<file path="config.mk">
export PLATFORM = sky130hd
export DESIGN_NAME = trig_match_unit
export DESIGN_NICKNAME = d
export VERILOG_FILES = /design/src/rtl/trig_match_unit.sv
export SDC_FILE = /design/constraint.sdc
export NUM_CORES = 1
export LEC_CHECK = 0
export BUFFER_PORTS_ARGS = -buffer_cell sky130_fd_sc_hd__buf_2
export CAP_MARGIN = 30
export CELL_PAD_IN_SITES_DETAIL_PLACEMENT = 1
export CELL_PAD_IN_SITES_GLOBAL_PLACEMENT = 1
export CORE_AREA = 2 2 234 236
export CTS_BUF_LIST = sky130_fd_sc_hd__clkbuf_8
export DETAILED_ROUTE_END_ITERATION = 8
export DIE_AREA = 0 0 236 238
export PLACE_DENSITY = 0.95
export SLEW_MARGIN = 10
export SYNTH_ARGS = -nofsm -noshare
export SYNTH_HDL_FRONTEND = slang
export SYNTH_SLANG_ARGS = --single-unit
</file>
<file path="constraint.sdc">
create_clock -name clk -period 0.8 [get_ports clk]
set_input_delay 0.24 -clock clk [delete_from_list [all_inputs] [get_ports clk]]
set_output_delay 0.24 -clock clk [all_outputs]
set_load 0.02 [all_outputs]
</file>
<file path="src/rtl/trig_match_unit.sv">
module trig_match_unit #(
  parameter int N  = 4,
  parameter int XW = 64,
  localparam int IW = (N > 1) ? $clog2(N) : 1
) (
  input  logic            clk,
  input  logic            rst_n,
  input  logic            acc_valid,
  input  logic [1:0]      acc_op,
  input  logic [1:0]      acc_priv,
  input  logic            in_debug,
  input  logic            xlen64,
  input  logic [XW-1:0]   acc_addr,
  input  logic [XW-1:0]   acc_data,
  input  logic [N-1:0]    cfg_exec,
  input  logic [N-1:0]    cfg_load,
  input  logic [N-1:0]    cfg_store,
  input  logic [N-1:0]    cfg_m,
  input  logic [N-1:0]    cfg_s,
  input  logic [N-1:0]    cfg_u,
  input  logic [N-1:0]    cfg_sel,
  input  logic [N-1:0]    cfg_chain,
  input  logic [N-1:0]    cfg_timing,
  input  logic [3*N-1:0]  cfg_mode,
  input  logic [XW*N-1:0] cfg_cmp,
  output logic            hit,
  output logic [IW-1:0]   hit_idx,
  output logic            hit_timing
);
  localparam int NW = XW / 2;
  localparam logic [2:0] MD_EQ = 3'd0, MD_NAPOT = 3'd1, MD_GE = 3'd2,
                         MD_LT = 3'd3, MD_MLO = 3'd4, MD_MHI = 3'd5;

  function automatic logic [XW-1:0] napot_mask(input logic [XW-1:0] c);
    logic run;
    logic [XW-1:0] m;
    run = 1'b1;
    for (int k = 0; k < XW; k++) begin
      m[k] = !run;
      run  = run & c[k];
    end
    return m;
  endfunction

  logic [N-1:0] elig, cmp_ok;

  wire op_gate_x = (acc_op == 2'd0);
  wire op_gate_l = (acc_op == 2'd1);
  wire op_gate_s = (acc_op == 2'd2);
  wire pv_gate_u = (acc_priv == 2'd0);
  wire pv_gate_s = (acc_priv == 2'd1);
  wire pv_gate_m = (acc_priv == 2'd3);

  for (genvar i = 0; i < N; i++) begin : g_trig
    logic [XW-1:0] cv, raw, val, hmask, nmask, vsh;
    logic [2:0]    md;
    assign cv   = cfg_cmp[XW*i +: XW];
    assign md   = cfg_mode[3*i +: 3];
    assign raw  = cfg_sel[i] ? acc_data : acc_addr;
    assign val  = xlen64 ? raw : {{NW{1'b0}}, raw[NW-1:0]};
    assign hmask = xlen64 ? (cv >> NW) : (cv >> (NW/2));
    assign vsh   = xlen64 ? (val >> NW) : (val >> (NW/2));
    assign nmask = napot_mask(cv);

    assign elig[i] = !((op_gate_x && !cfg_exec[i]) || (op_gate_l && !cfg_load[i]) ||
                       (op_gate_s && !cfg_store[i]) || (pv_gate_m && !cfg_m[i]) ||
                       (pv_gate_s && !cfg_s[i]) || (pv_gate_u && !cfg_u[i]));

    always_comb begin
      case (md)
        MD_EQ:    cmp_ok[i] = (val == cv);
        MD_NAPOT: cmp_ok[i] = ((val & nmask) == (cv & nmask));
        MD_GE:    cmp_ok[i] = (val >= cv);
        MD_LT:    cmp_ok[i] = (val < cv);
        MD_MLO:   cmp_ok[i] = ((val & hmask) == (cv & hmask));
        MD_MHI:   cmp_ok[i] = ((vsh & hmask) == (cv & hmask));
        default:  cmp_ok[i] = 1'b0;
      endcase
    end
  end

  logic          found;
  logic [IW-1:0] sel_idx;

  always_comb begin
    logic ok;
    ok      = 1'b1;
    found   = 1'b0;
    sel_idx = '0;
    for (int i = 0; i < N; i++) begin
      if (!found) begin
        if (!ok) begin
          if (!cfg_chain[i]) ok = 1'b1;
        end else if (!elig[i] || !cmp_ok[i]) begin
          if (cfg_chain[i]) ok = 1'b0;
        end else if (!cfg_chain[i]) begin
          found   = 1'b1;
          sel_idx = i[IW-1:0];
        end
      end
    end
  end

  wire fire = acc_valid && !in_debug && found;

  always_ff @(posedge clk or negedge rst_n) begin
    if (!rst_n) begin
      hit        <= 1'b0;
      hit_idx    <= '0;
      hit_timing <= 1'b0;
    end else begin
      hit        <= fire;
      hit_idx    <= fire ? sel_idx : '0;
      hit_timing <= fire && cfg_timing[sel_idx];
    end
  end
endmodule

</file>
==> impl_metrics.json, run 1 <==
{
  "post_cts_resized": 260,
  "synth_top_area_share_pct": 14.35,
  "io_buffers": 444,
  "clkSinkCount": 4,
  "synthesis.instances": 3172,
  "die_h_um": 238,
  "synthArstFlopShare_pct": 100.0,
  "dp_cells": 5482,
  "firstError": "[ERROR DPL-0033] detailed placement checks failed during check placement.",
  "stop_stage": "clock tree synthesis",
  "ys_seq_area_share_pct": 0.4485,
  "ys.flop_type": "dfrtp_1",
  "synth_top_area_cell": "ha_1",
  "postCtsHoldBufs": 1,
  "ys_top_cells_by_area": "ha_1, mux2i_1, xnor2_1",
  "dp_slack_ns": -5.038,
  "avgSynthCellArea_um2": 7.035,
  "synth.most_common_cell": "inv_1",
  "post_cts_buffers": 45,
  "cts.root.buffer_cell": "clkbuf_8",
  "synth_nets": 3869,
  "yosysWarningCount": 0,
  "numCtsBuffers": 3,
  "pin_count": 445,
  "std_cell_rows": 85,
  "initial_core_util_pct": 41.72,
  "ys_top_cells_by_count": "inv_1, xnor2_1, mux2i_1, ha_1, a21oi_1",
  "htreeDepth": 1,
  "ys_types": 95,
  "syn-cell-area_um2": 22320,
  "outcome": "stopped before the end",
  "max-clock-path-buffers": 2,
  "synth_seq_cells": 4,
  "synth_edf_count": 0,
  "gp_congestion": 1.363,
  "fp.dieW_um": 236,
  "dp_hpwl_um": 200000
}
[kinds of logic after synthesis]
family	share of synthesized area [%]
compound gates	23.96
xor+xnor	11.89
fa+ha+maj	14.40
buf+inv	8.853
flops	0.4485
mux	19.20
simple gates	21.25
[per-stage QoR]
step           cell area [um^2]  hold WS (ns)
3_5_place_dp              34950       0.06404
3_3_place_gp              34950       0.04459
2_1_floorplan             22680      -0.05559
==> run 2, diff against run 1 <==
==> config.mk (replaced) <==
export PLATFORM = sky130hd
export DESIGN_NAME = trig_match_unit
export DESIGN_NICKNAME = d
export VERILOG_FILES = /design/src/rtl/trig_match_unit.sv
export SDC_FILE = /design/constraint.sdc
export NUM_CORES = 1
export LEC_CHECK = 0
export BUFFER_PORTS_ARGS = -buffer_cell sky130_fd_sc_hd__buf_2
export CAP_MARGIN = 30
export CORE_AREA = 2 2 240 242
export DETAILED_ROUTE_END_ITERATION = 8
export DIE_AREA = 0 0 242 244
export PLACE_DENSITY_LB_ADDON = 0.15
export SLEW_MARGIN = 10
export SYNTH_ARGS = -nofsm -noshare
export SYNTH_HDL_FRONTEND = slang
export SYNTH_SLANG_ARGS = --single-unit
==> impl_metrics.json, run 2 <==
{
  "max_slew_margin_pct": 35.77,
  "critPathKind": "in -> reg",
  "layout_commonest_cell": "buf_4",
  "via_per_inst": 6.251,
  "synth_top_area_cell": "ha_1",
  "endpoint_kind": "flop",
  "vias": 35807,
  "synthesis.instances": 3172,
  "dr.pass1.iters": 6,
  "yosysWarningCount": 0,
  "grt_usage_pct": 53.49,
  "final_util_pct": 66.61,
  "die-area_um2": 59050,
  "cp_data_arrival_time_ns": 4.59,
  "timing.hold.ws_ns": 0.3229,
  "syn-cell-area_um2": 22320,
  "holdPathStages": 3,
  "ys.flop_type": "dfrtp_1",
  "synth_seq_cells": 4,
  "avgSynthCellArea_um2": 7.035,
  "outcome": "complete, but fails checks",
  "antenna_found_initial": 17,
  "grt_overflow": 0,
  "wl_per_cell_um": 29.29,
  "core_area_um2": 56170,
  "tightest_slew_ns": 0.9392,
  "worst_path_largest_cell_delay_ns": 0.51,
  "crit_chain": "buf_12 -> buf_4 -> buf_12 -> mux2i_1 -> buf_4 -> nor2_1 -> ha_1 -> nand4_1 -> nor4_4 -> nand2_1 -> a31oi_2 -> a211oi_2 -> o21ai_4 -> nor4_2 -> a21o_1 -> a2111o_1 -> o21a_4 -> or4b_4 -> a41oi_4 -> mux2i_1 -> o32ai_2",
  "hold_violations": 0,
  "drc": 0,
  "instances_no_fill": 5728,
  "io_buffers": 444,
  "ys_top_cells_by_count": "inv_1, xnor2_1, mux2i_1, ha_1, a21oi_1",
  "std_cell_rows": 87,
  "period_share_pct": 561.4,
  "final_cell_mix": "buf_4, buf_2, inv_1, xnor2_1, mux2i_1",
  "ys_types": 95,
  "grt_pass1_vias": 34055,
  "grt_pass1_wl_um": 232000,
  "worst_slack_ns": -3.692,
  "pin_count": 445,
  "nets": 5657,
  "synth_top_area_share_pct": 14.35,
  "ant_nets": 0,
  "ir_worst_vdd_v": 0.0004994,
  "rsz0062_at_grt": "yes",
  "cts.root.buffer_cell": "clkbuf_16",
  "grt_max_degree": 44,
  "dp_cells": 5677,
  "layout-drive-gt1-share_pct": 44.23,
  "synth_nets": 3869,
  "setup-violations-final": 8,
  "wl_um": 167800,
  "final_max_slew_viol_count": 0,
  "synth_edf_count": 0,
  "synthArstFlopShare_pct": 100.0,
  "worstPathMaxFanout": 12,
  "cellLeakagePower_nw": 19.36,
  "numCtsBuffers": 3,
  "p_per_area_nw_per_um2": 740.8,
  "cts_tree": "yes",
  "top_regs": "hit_idx (2), hit (1), hit_timing (1)",
  "slowest_stage": "or4b_4",
  "fp.dieW_um": 242,
  "die_h_um": 244,
  "dp_hpwl_um": 145400,
  "min_period_ns": 4.492,
  "max-clock-path-buffers": 2,
  "hold_path_class": "in -> reg",
  "synth.most_common_cell": "inv_1",
  "fmax_mhz": 222.6,
  "worstPathRequired_ns": 0.90,
  "drv_cap": 0,
  "violations": "setup timing",
  "largest_reg_flops": 2,
  "area_delta_synth_final_pct": 67.66,
  "critPathLaunchType": "primary input",
  "initial_core_util_pct": 39.73,
  "ys_top_cells_by_area": "ha_1, mux2i_1, xnor2_1",
  "clkSinkCount": 4,
  "top_register": "hit_idx",
  "path_clk_slew_ns": 0.03,
  "drt_iter0_drc": 5810,
  "ys_seq_area_share_pct": 0.4485,
  "htreeDepth": 1,
  "gp_congestion": 1.169
}
## run 2: cell counts after synthesis
No cell type changed its count.
## run 2: cells by family (layout without fill, tap and decap cells)
| logic type | after synthesis | in the layout | share of synthesized area (%) |
|---|---|---|---|
| buffers and inverters | 501 | 2287 | 8.853 |
| multiplexers | 404 | 404 | 19.20 |
| adder cells (fa/ha/maj) | 257 | 257 | 14.40 |
| XOR/XNOR | 303 | 303 | 11.89 |
| AND/OR/NAND/NOR | 884 | 884 | 21.25 |
| other | 0 | 14 | 0 |
| AO/OA/AOI/OAI | 819 | 819 | 23.96 |
| flip-flops | 4 | 4 | 0.4485 |
## run 2: routing by layer
metal  share of wire (%)  vias to the layer above  global-route usage, %
li1                    -                    15364                      -
met1                  37                    16427                  67.86
met2                  38                     3211                  76.38
met3                  15                      799                  16.82
met4                 9.3                        6                  37.53
met5               0.022                        -                      0
## run 2: worst paths after layout
check | from | endpoint
worst max-delay path | cfg_sel[0] | hit_timing
worst min-delay path | cfg_timing[2] | hit_timing
max in group asynchronous | rst_n | hit
min in group asynchronous | rst_n | hit_idx[0]
## run 2: through the flow
stage,area (um^2),setup slack (ns),TNS (ns),total power (W)
after floorplan,22680,-3.467,-13.11,0.01070
after global placement,36050,-4.080,-15.77,0.02454
final,37420,-3.692,-14.75,0.02772
after CTS,36550,-3.704,-14.46,0.02575
after detailed placement,36050,-4.125,-15.82,0.02458
after global routing,37400,-3.775,-15.03,0.02861
## run 2: report_power, final
part / leakage (nW) / switching, W / internal (W)
logic: 19.3 / 0.0146 / 0.0121
clock network: 0.0371 / 0.000151 / 0.000640
registers: 0.0558 / 0.000000829 / 0.000205
## run 2: what timing repair did
action | 4_1_cts | 5_1_grt
gates resized for setup | 66 | 138
endpoints found under the hold margin | 4 | 0
buffers inserted | 18 | 17
cloned | 0 | 1
hold buffers | 1 | 0
pin swaps | 26 | 39
setup endpoints to repair | 8 | 8
## run 2: final cells by class
cell class                      instances  area, um^2
Timing Repair Buffer                 1913       13810
Sequential cell                         4       100.1
Inverter                              371        1400
Antenna cell                           14       35.03
Fill cell                            5116       18750
Multi-Input combinational cell       2667       21050
Clock buffer                            3       75.07
Tap cell                              756       945.9
## run 2: worst max-delay path, delay by kind of cell
family / cells / cell delay [ns]
adders and majority gates: 1 / 0.31
and+or+nand+nor: 6 / 1.25
AOI/OAI and AO/OA: 8 / 1.54
muxes: 2 / 0.58
buffers and inverters: 4 / 0.65
Note: power is estimated with default switching activity, not from simulation.
